--- src/rtl/irq_opt_pkg.sv ---
package irq_opt_pkg;
    localparam int VEC_W   = 3;
    localparam int NUM_SRC = 5;

    localparam logic [VEC_W-1:0] VEC_NMI = 3'd0;
    localparam logic [VEC_W-1:0] VEC_PA  = 3'd1;
    localparam logic [VEC_W-1:0] VEC_PB  = 3'd2;
    localparam logic [VEC_W-1:0] VEC_TMR = 3'd3;
    localparam logic [VEC_W-1:0] VEC_EOC = 3'd4;

    // option byte field positions
    localparam int OPT_MODE1_BIT = 6;
    localparam int OPT_POL2_BIT  = 5;
    localparam int OPT_GEN_BIT   = 4;

    typedef struct packed {
        logic mode1_level;
        logic pol2_rise;
        logic gen;
    } opt_cfg_t;
endpackage

--- src/rtl/irq_opt_sync.sv ---
module irq_opt_sync #(
    parameter int WIDTH  = 3,
    parameter int STAGES = 2
) (
    input  logic             clk,
    input  logic             rst_n,
    input  logic [WIDTH-1:0] din,
    output logic [WIDTH-1:0] dout
);
    typedef logic [STAGES-1:0][WIDTH-1:0] chain_t;

    chain_t chain_d, chain_q;

    always_comb begin
        chain_d    = chain_q;
        chain_d[0] = din;
        for (int i = 1; i < STAGES; i++) begin
            chain_d[i] = chain_q[i-1];
        end
    end

    always_ff @(posedge clk or negedge rst_n) begin
        if (!rst_n) chain_q <= '0;
        else        chain_q <= chain_d;
    end

    assign dout = chain_q[STAGES-1];

    generate
        if (STAGES < 2) begin : g_bad_depth
            initial $error("irq_opt_sync: STAGES must be at least 2");
        end
    endgenerate
endmodule

--- src/rtl/irq_opt_cond.sv ---
module irq_opt_cond
    import irq_opt_pkg::*;
(
    input  logic             clk,
    input  logic             rst_n,
    input  opt_cfg_t         cfg,
    input  logic             s_ext1,
    input  logic             s_ext2,
    input  logic             s_nmi,
    input  logic             ack,
    input  logic [VEC_W-1:0] ack_vec,
    output logic             req_ext1,
    output logic             req_ext2,
    output logic             req_nmi
);
    typedef struct packed {
        logic prev1;
        logic prev2;
        logic prevn;
        logic pend1;
        logic pend2;
        logic pendn;
    } cond_t;

    cond_t st_d, st_q;

    logic rise1, edge2, risen;
    logic clr1, clr2, clrn;

    always_comb begin
        rise1 = s_ext1 & ~st_q.prev1;
        edge2 = cfg.pol2_rise ? (s_ext2 & ~st_q.prev2) : (~s_ext2 & st_q.prev2);
        risen = s_nmi & ~st_q.prevn;
        clr1  = ack && (ack_vec == VEC_PA);
        clr2  = ack && (ack_vec == VEC_PB);
        clrn  = ack && (ack_vec == VEC_NMI);

        st_d       = st_q;
        st_d.prev1 = s_ext1;
        st_d.prev2 = s_ext2;
        st_d.prevn = s_nmi;
        st_d.pend1 = cfg.mode1_level ? 1'b0 : (rise1 | (st_q.pend1 & ~clr1));
        st_d.pend2 = edge2 | (st_q.pend2 & ~clr2);
        st_d.pendn = risen | (st_q.pendn & ~clrn);
    end

    always_ff @(posedge clk or negedge rst_n) begin
        if (!rst_n) st_q <= '0;
        else        st_q <= st_d;
    end

    assign req_ext1 = cfg.mode1_level ? s_ext1 : st_q.pend1;
    assign req_ext2 = st_q.pend2;
    assign req_nmi  = st_q.pendn;

    // level mode never leaves a latched line #1 request behind
    a_r4_level_no_latch: assert property (@(posedge clk) disable iff (!rst_n)
        cfg.mode1_level |=> !st_q.pend1);

    // a latched non-maskable request survives until its own acknowledge
    a_r7_nmi_hold: assert property (@(posedge clk) disable iff (!rst_n)
        (st_q.pendn && !(ack && ack_vec == VEC_NMI)) |=> st_q.pendn);

    // acknowledging vector 0 with no new edge clears the latch
    a_r11_nmi_ack_clears: assert property (@(posedge clk) disable iff (!rst_n)
        (ack && ack_vec == VEC_NMI && !(s_nmi && !st_q.prevn)) |=> !st_q.pendn);

    // line #2 latch keeps its value without an edge or acknowledge
    a_r5_pend2_hold: assert property (@(posedge clk) disable iff (!rst_n)
        (st_q.pend2 && !(ack && ack_vec == VEC_PB)) |=> st_q.pend2);
endmodule

--- src/rtl/irq_opt_arb.sv ---
module irq_opt_arb
    import irq_opt_pkg::*;
(
    input  logic               clk,
    input  logic               rst_n,
    input  logic [NUM_SRC-1:0] req,
    input  logic               gen,
    output logic               irq_pending,
    output logic [VEC_W-1:0]   irq_vec,
    output logic               wake
);
    logic [NUM_SRC-1:0] masked;

    always_comb begin
        masked = '0;
        for (int i = 0; i < NUM_SRC; i++) begin
            if (i == int'(VEC_NMI)) masked[i] = req[i];
            else                    masked[i] = req[i] & gen;
        end
    end

    always_comb begin
        irq_vec = '0;
        for (int i = NUM_SRC - 1; i >= 0; i--) begin
            if (masked[i]) irq_vec = VEC_W'(i);
        end
    end

    assign irq_pending = |masked;
    assign wake        = gen & irq_pending;

    // the presented vector is active and nothing ranked above it is
    a_r9_priority: assert property (@(posedge clk) disable iff (!rst_n)
        irq_pending |-> (req[irq_vec] && ((masked & ((NUM_SRC'(1) << irq_vec) - NUM_SRC'(1))) == '0)));
endmodule

--- src/rtl/irq_opt_ctrl.sv ---
module irq_opt_ctrl
    import irq_opt_pkg::*;
#(
    parameter int              ADDR_W      = 8,
    parameter int              DATA_W      = 8,
    parameter logic [ADDR_W-1:0] OPT_ADDR  = 8'hC8,
    parameter int              SYNC_STAGES = 2
) (
    input  logic              clk,
    input  logic              rst_n,
    input  logic [ADDR_W-1:0] bus_addr,
    input  logic [DATA_W-1:0] bus_wdata,
    input  logic              bus_wr,
    input  logic              bus_bitop,
    output logic [DATA_W-1:0] bus_rdata,
    input  logic              ext1_in,
    input  logic              ext2_in,
    input  logic              nmi_in,
    input  logic              tmr_ovf,
    input  logic              tmr_en,
    input  logic              eoc_done,
    input  logic              eoc_en,
    input  logic              ack,
    input  logic [VEC_W-1:0]  ack_vec,
    output logic              irq_pending,
    output logic [VEC_W-1:0]  irq_vec,
    output logic              wake
);
    localparam int EXT_W = 3;

    typedef struct packed {
        opt_cfg_t cfg;
    } top_t;

    top_t st_d, st_q;
    logic wr_hit;
    logic wdata_unused;

    assign wr_hit       = bus_wr && !bus_bitop && (bus_addr == OPT_ADDR);
    assign wdata_unused = ^bus_wdata;

    always_comb begin
        st_d = st_q;
        if (wr_hit) begin
            st_d.cfg.mode1_level = bus_wdata[OPT_MODE1_BIT];
            st_d.cfg.pol2_rise   = bus_wdata[OPT_POL2_BIT];
            st_d.cfg.gen         = bus_wdata[OPT_GEN_BIT];
        end
    end

    always_ff @(posedge clk or negedge rst_n) begin
        if (!rst_n) st_q <= '0;
        else        st_q <= st_d;
    end

    assign bus_rdata = '0;

    logic [EXT_W-1:0] raw_in, sync_out;
    assign raw_in = {nmi_in, ext2_in, ext1_in};

    irq_opt_sync #(.WIDTH(EXT_W), .STAGES(SYNC_STAGES)) u_sync (
        .clk  (clk),
        .rst_n(rst_n),
        .din  (raw_in),
        .dout (sync_out)
    );

    logic req_ext1, req_ext2, req_nmi;

    irq_opt_cond u_cond (
        .clk     (clk),
        .rst_n   (rst_n),
        .cfg     (st_q.cfg),
        .s_ext1  (sync_out[0]),
        .s_ext2  (sync_out[1]),
        .s_nmi   (sync_out[2]),
        .ack     (ack),
        .ack_vec (ack_vec),
        .req_ext1(req_ext1),
        .req_ext2(req_ext2),
        .req_nmi (req_nmi)
    );

    logic [NUM_SRC-1:0] req_all;

    always_comb begin
        req_all          = '0;
        req_all[VEC_NMI] = req_nmi;
        req_all[VEC_PA]  = req_ext1;
        req_all[VEC_PB]  = req_ext2;
        req_all[VEC_TMR] = tmr_ovf & tmr_en;
        req_all[VEC_EOC] = eoc_done & eoc_en;
    end

    irq_opt_arb u_arb (
        .clk        (clk),
        .rst_n      (rst_n),
        .req        (req_all),
        .gen        (st_q.cfg.gen),
        .irq_pending(irq_pending),
        .irq_vec    (irq_vec),
        .wake       (wake)
    );

    // the option byte moves only on a full-byte write to its address
    a_r2_opt_write_only: assert property (@(posedge clk) disable iff (!rst_n)
        !wr_hit |=> $stable(st_q.cfg));

    // with global enable low only the non-maskable vector is presented
    a_r6_gen_masks: assert property (@(posedge clk) disable iff (!rst_n)
        (!st_q.cfg.gen && irq_pending) |-> (irq_vec == VEC_NMI));

    // wake needs both the global enable and a presented request
    a_r10_wake_gated: assert property (@(posedge clk) disable iff (!rst_n)
        wake |-> (st_q.cfg.gen && irq_pending));
endmodule

--- config.mk ---
export PLATFORM = sky130hd
export DESIGN_NAME = irq_opt_ctrl
export DESIGN_NICKNAME = d
export VERILOG_FILES = /design/src/rtl/irq_opt_pkg.sv /design/src/rtl/irq_opt_sync.sv /design/src/rtl/irq_opt_cond.sv /design/src/rtl/irq_opt_arb.sv /design/src/rtl/irq_opt_ctrl.sv
export SDC_FILE = /design/constraint.sdc
export NUM_CORES = 1
export LEC_CHECK = 0
export BUFFER_PORTS_ARGS = -buffer_cell sky130_fd_sc_hd__buf_2
export CORE_MARGIN = 4
export CORE_UTILIZATION = 43
export CTS_CLUSTER_SIZE = 14
export DETAILED_ROUTE_END_ITERATION = 8
export PLACE_DENSITY = 0.92
export SYNTH_ARGS = -nofsm -noshare
export SYNTH_HDL_FRONTEND = slang
export SYNTH_SLANG_ARGS = --single-unit
--- constraint.sdc ---
create_clock -name clk -period 4.03 [get_ports clk]
set_clock_uncertainty 0.15 [all_clocks]
set_input_delay 0.806 -clock clk [delete_from_list [all_inputs] [get_ports clk]]
set_output_delay 0.806 -clock clk [all_outputs]
set_load 0.05 [all_outputs]
## After elaboration in Yosys (flattened, before gate mapping)

Cells that the tools add are included.

- Register bits after elaboration: 15
- Memories kept: 0
- Memory bits (read-only): 0
- Output and inout bits: 13
- Latch bits: 0
- Bits in writable memories: 0

- Multiplexer cells: 8
- Shift-type cells: 0
- Div/mod/pow operators: 0
- Equal/unequal tests: 3
- Add/subtract/negate cells: 0
- Reduce and logical (&&, ||, !) cells: 8
- Bitwise operators: 24
- Multipliers: 0
- $lt $le $gt $ge: 0

Operator list:

| kind | number |
|---|---|
| 3-bit 2-to-1 mux | 5 |
| 1-bit bitwise AND | 14 |
| 8-bit == test, second input constant | 1 |
| 1-bit inverter | 7 |
| 1-bit logical AND | 5 |
| 5-bit OR reduction | 1 |
| 3-bit by 1-bit == test with 1-bit output, second input constant | 1 |
| 3-bit by 2-bit == test with 1-bit output, second input constant | 1 |
| 3-bit logical NOT | 1 |
| 1-bit 2-to-1 mux | 3 |
| 1-bit OR | 3 |
| 1-bit logical NOT | 1 |

## Longest topological paths before layout

- Depth after elaboration: 7
- Mapped depth: 3

## Cells and area by module

A second synthesis with hierarchy kept.

- Cell total of the unflattened synthesis: 58
- Area, all modules: 699.4 um^2

Modules (own cells, without submodules):

| module | cells each | times used | area each (um^2) | seq. area each (um^2) |
|---|---|---|---|---|
| irq_opt_cond | 20 | 1 | 242.7 | 150.1 |
| irq_opt_ctrl | 20 | 1 | 236.5 | 75.1 |
| irq_opt_sync | 6 | 1 | 150.1 | 150.1 |
| irq_opt_arb | 12 | 1 | 70.1 | 0.0 |

## Worst setup path after synthesis

Ideal clock, no wire load.

- Path kind: input -> output
- Start point: input port tmr_ovf
- End point: output port irq_vec[0]
- Required time: 3074 ps
- Cell stages on the path: 3
- Arrival: 2031 ps
- Slack: 1043 ps
- Cells stage by stage: and2_1 a21oi_1 nor3_1

- Word-level cells in the longest chain between the ends: 6

Ends and longest elaborated chain:

| item | line | source |
|---|---|---|
| from (decl) | irq_opt_ctrl.sv:19 | `input logic tmr_ovf,` |
| 1-bit bitwise AND | irq_opt_ctrl.sv:91 | `req_all[VEC_TMR] = tmr_ovf & tmr_en;` |
| 1-bit bitwise AND | irq_opt_arb.sv:18 | `else masked[i] = req[i] & gen;` |
| 3-bit 2-to-1 mux (4 in a row) | irq_opt_arb.sv:25 | `if (masked[i]) irq_vec = VEC_W'(i);` |
| to (decl) | irq_opt_ctrl.sv:26 | `output logic [VEC_W-1:0] irq_vec,` |

No other way between the ends.

## Final worst setup path

- Start point: input port tmr_ovf
- End point: output port irq_vec[2]

The elaborated chain is that of the path after synthesis.

==> summary.md <==
| Metric | Value |
|---|---|
| Outcome | completed |
| Core Region | 1506 sq um |
| Sequential-to-total area share from yosys stat | 0.5425 |
| Area occupied by multi-input gates | 267.8 sq um |
| CTS-repair resized insts | 0 |
| Die width | 48.12 um |
| Sequential share of power | 0.550 |
| Initial drt markers | 6 |
| Total grt overflow | 0 |
| Global Route Usage Sum | 0.1083 |
| Worst setup margin | 1.221 ns |
| Hold crit path type | register to register |
| Detailed placement HPWL | 1028 um |
| Post-CTS Setup Bufs | 0 |
| Detail Route Antenna Nets | 0 |
| Fin cells | 106 |
| Number of flops mapped to enable cells by yosys | 0 |
| Clk sinks | 15 |
| Drt via density | 4.811 |
| ANT cells | 0 |
| Area of the mapped netlist | 691.9 sq um |
| Hold depth | 0 |
| Critical path cell sequence | buf_2 > and2_1 > o21ai_0 > nor3b_2 > buf_2 |
| Pin count of the biggest net entering global routing | 16 |
| Internal power | 214.1 uW |
| Crit path capture type | output port |
| Syn avg cell area | 12.14 sq um |
| Commonest non-fill, non-tap cells in the layout | 30 x buf_2, 15 x dfrtp_1, 8 x conb_1 |
| Final min period | 2.809 ns |
| Post-synth ARST share | 1.000 |
| Share of cells above drive strength 1 | 0.4222 |
| Dpl ws | 1.207 ns |
| Placer congestion estimate | 0.6862 |
| Logic pwr share | 0.177 |
| Most common cell after layout, fill and taps aside | buf_2 |
| Peak VDD IR | 0.2564 mV |
| Cell mode on critical path | buf_2 |
| DRC violations left | 0 |
| Arr. time, crit path | 1.85 ns |
| Slew Viols, Final | 0 |
| First-pass DRT Iterations | 3 |
| IO Count | 44 |
| Switching power | 82.55 uW |
| Part of the power in the clock network | 0.273 |
| CP max stage delay | 0.30 ns |
| Vias in the first global route | 446 |
| # hold bufs at CTS | 0 |
| Worst Path Max Fanout | 4 |
| First-pass GRT wire length | 1690 um |
| Nets | 122 |
| Routed len/inst | 11.43 um |
| Area grow syn2layout | 23.51% |
| Drt total wl | 1212 um |
| Sw Ratio | 0.2783 |
| Initial core utilization | 0.4593 |
| Final TNS setup | 0 ns |
| Skew-Pair Late Insertion Delay | 0.27 ns |
| Distinct cells, synth | 26 |
| Synth warn | 0 |
| Hold Vio Cnt, Final | 0 |
| Pleak | 0.0004466 uW |
| CTS tree | built |
| Row count | 14 |
| Vias | 510 |
| Max cap viols | 0 |
| Filler instances | 135 |
| Root Driver | clkbuf_4 |
| DIE AREA | 2315 sq um |
| Fmax | 356.0 MHz |
| Worst r2r path cells | 1 |
| IO Port Bufs | 30 |
| Worst endpoint required time | 3.07 ns |
| Worst Setup Start Kind | primary input |
| Final count of negative-setup-slack endpoints | 0 |
| Seq cells post-synth | 15 |
| Kind of critical path | primary input to output port |
| Pwr dens | 347.1 nW/um^2 |
| Post-synth top flop | dfrtp_1 |
| Syn Inst Count | 57 |
| Slowest library cell on the worst path | o21ai_0 |
| TritonCTS buffer count | 3 |
| Seq. cell area | 375.4 sq um |
| Initial antenna violation count | 0 |
| Clock-pin slew on the worst setup and hold paths | 0.08 ns |
| # H-tree levels | 1 |
| Dpl cells | 102 |
| Clock buffer depth | 2 |
| Final cycle utilization of the critical path | 0.6971 |
| Die height | 48.12 um |
| RSZ-0062 raised after global routing | false |
==> path summary, 6_finish.rpt <==
path	startpoint	end	slack, ns
setup / recovery	tmr_ovf	irq_vec[2]	1.22
hold / removal	u_sync.chain_d[3]$_DFF_PN0_	u_sync.dout[0]$_DFF_PN0_	0.20
setup reg to reg	st_q[0]$_DFFE_PN0P_	st_q[0]$_DFFE_PN0P_	3.03
hold reg to reg	u_sync.chain_d[3]$_DFF_PN0_	u_sync.dout[0]$_DFF_PN0_	0.20
max in group asynchronous	rst_n	st_q[0]$_DFFE_PN0P_	3.23
min in group asynchronous	rst_n	u_sync.dout[0]$_DFF_PN0_	0.26
==> Yosys cell counts (2+ instances only) <==
cell type	instances	share of area
dfrtp_1	15	0.54
buf_4	8	0.087
inv_1	4	0.022
a21oi_1	3	0.022
mux2_1	3	0.049
nand3_1	2	0.014
nor2_1	2	0.011
o21ai_0	2	0.014
==> per-stage QoR <==
step / utilization / hold slack [ns] / cell area, sq um / total power, uW
2_1_floorplan: - / 0.1812 / 718.2 / 204.5
3_3_place_gp: 0.5498 / 0.1818 / 828.3 / 216.8
3_5_place_dp: 0.5498 / 0.1847 / 828.3 / 219.2
4_1_cts: 0.5673 / 0.2050 / 854.6 / 299.9
5_1_grt: 0.5673 / 0.2171 / 854.6 / 312.5
6_report: 0.5673 / 0.2015 / 854.6 / 296.6
==> layout make-up <==
class                   count  share of cell area
clock buffers               4             0.03075
inverters                   4             0.01757
multi-input cells          37              0.3133
flip-flops and latches     15              0.4392
well taps                  16             0.02343
repair buffers             30              0.1757
==> cell families (layout without fill, tap and decap cells) <==
logic type	after synthesis	count (layout)	share of synthesized area
buffers and inverters	12	38	0.1085
multiplexers	4	4	0.06509
other	1	8	0.005420
AND/OR/NAND/NOR	16	16	0.1971
flip-flops	15	15	0.5425
AO/OA/AOI/OAI	9	9	0.08138
==> metal layers <==
| metal | GRT usage | share of wire |
|---|---|---|
| met3 | 0.03690 | 0.11 |
| met1 | 0.1127 | 0.35 |
| met4 | 0.06452 | 0.0099 |
| met5 | 0 | 0 |
| met2 | 0.1873 | 0.52 |
==> flip-flops by register name, summed over array words and instances (netlist names) <==
name	count
u_sync.chain_d	3
u_cond.req_nmi	1
u_cond.st_q	4
u_cond.req_ext2	1
st_q	3
u_sync.dout	3
==> power groups by stage <==
stage	sequential, uW	clock, uW	combinational, uW
after global placement	165	0	51.4
after global routing	164	90.5	57.7
after floorplan	165	0	39.7
final	163	80.9	52.6
after detailed placement	166	0	52.9
after CTS	163	83.5	53.1
==> worst max-delay path: cells and delay by family <==
family | cells | cell delay, ns
buffers and inverters | 2 | 0.37
and+or+nand+nor | 2 | 0.37
AOI/OAI and AO/OA | 1 | 0.30
Note: power is estimated with default switching activity, not from simulation.
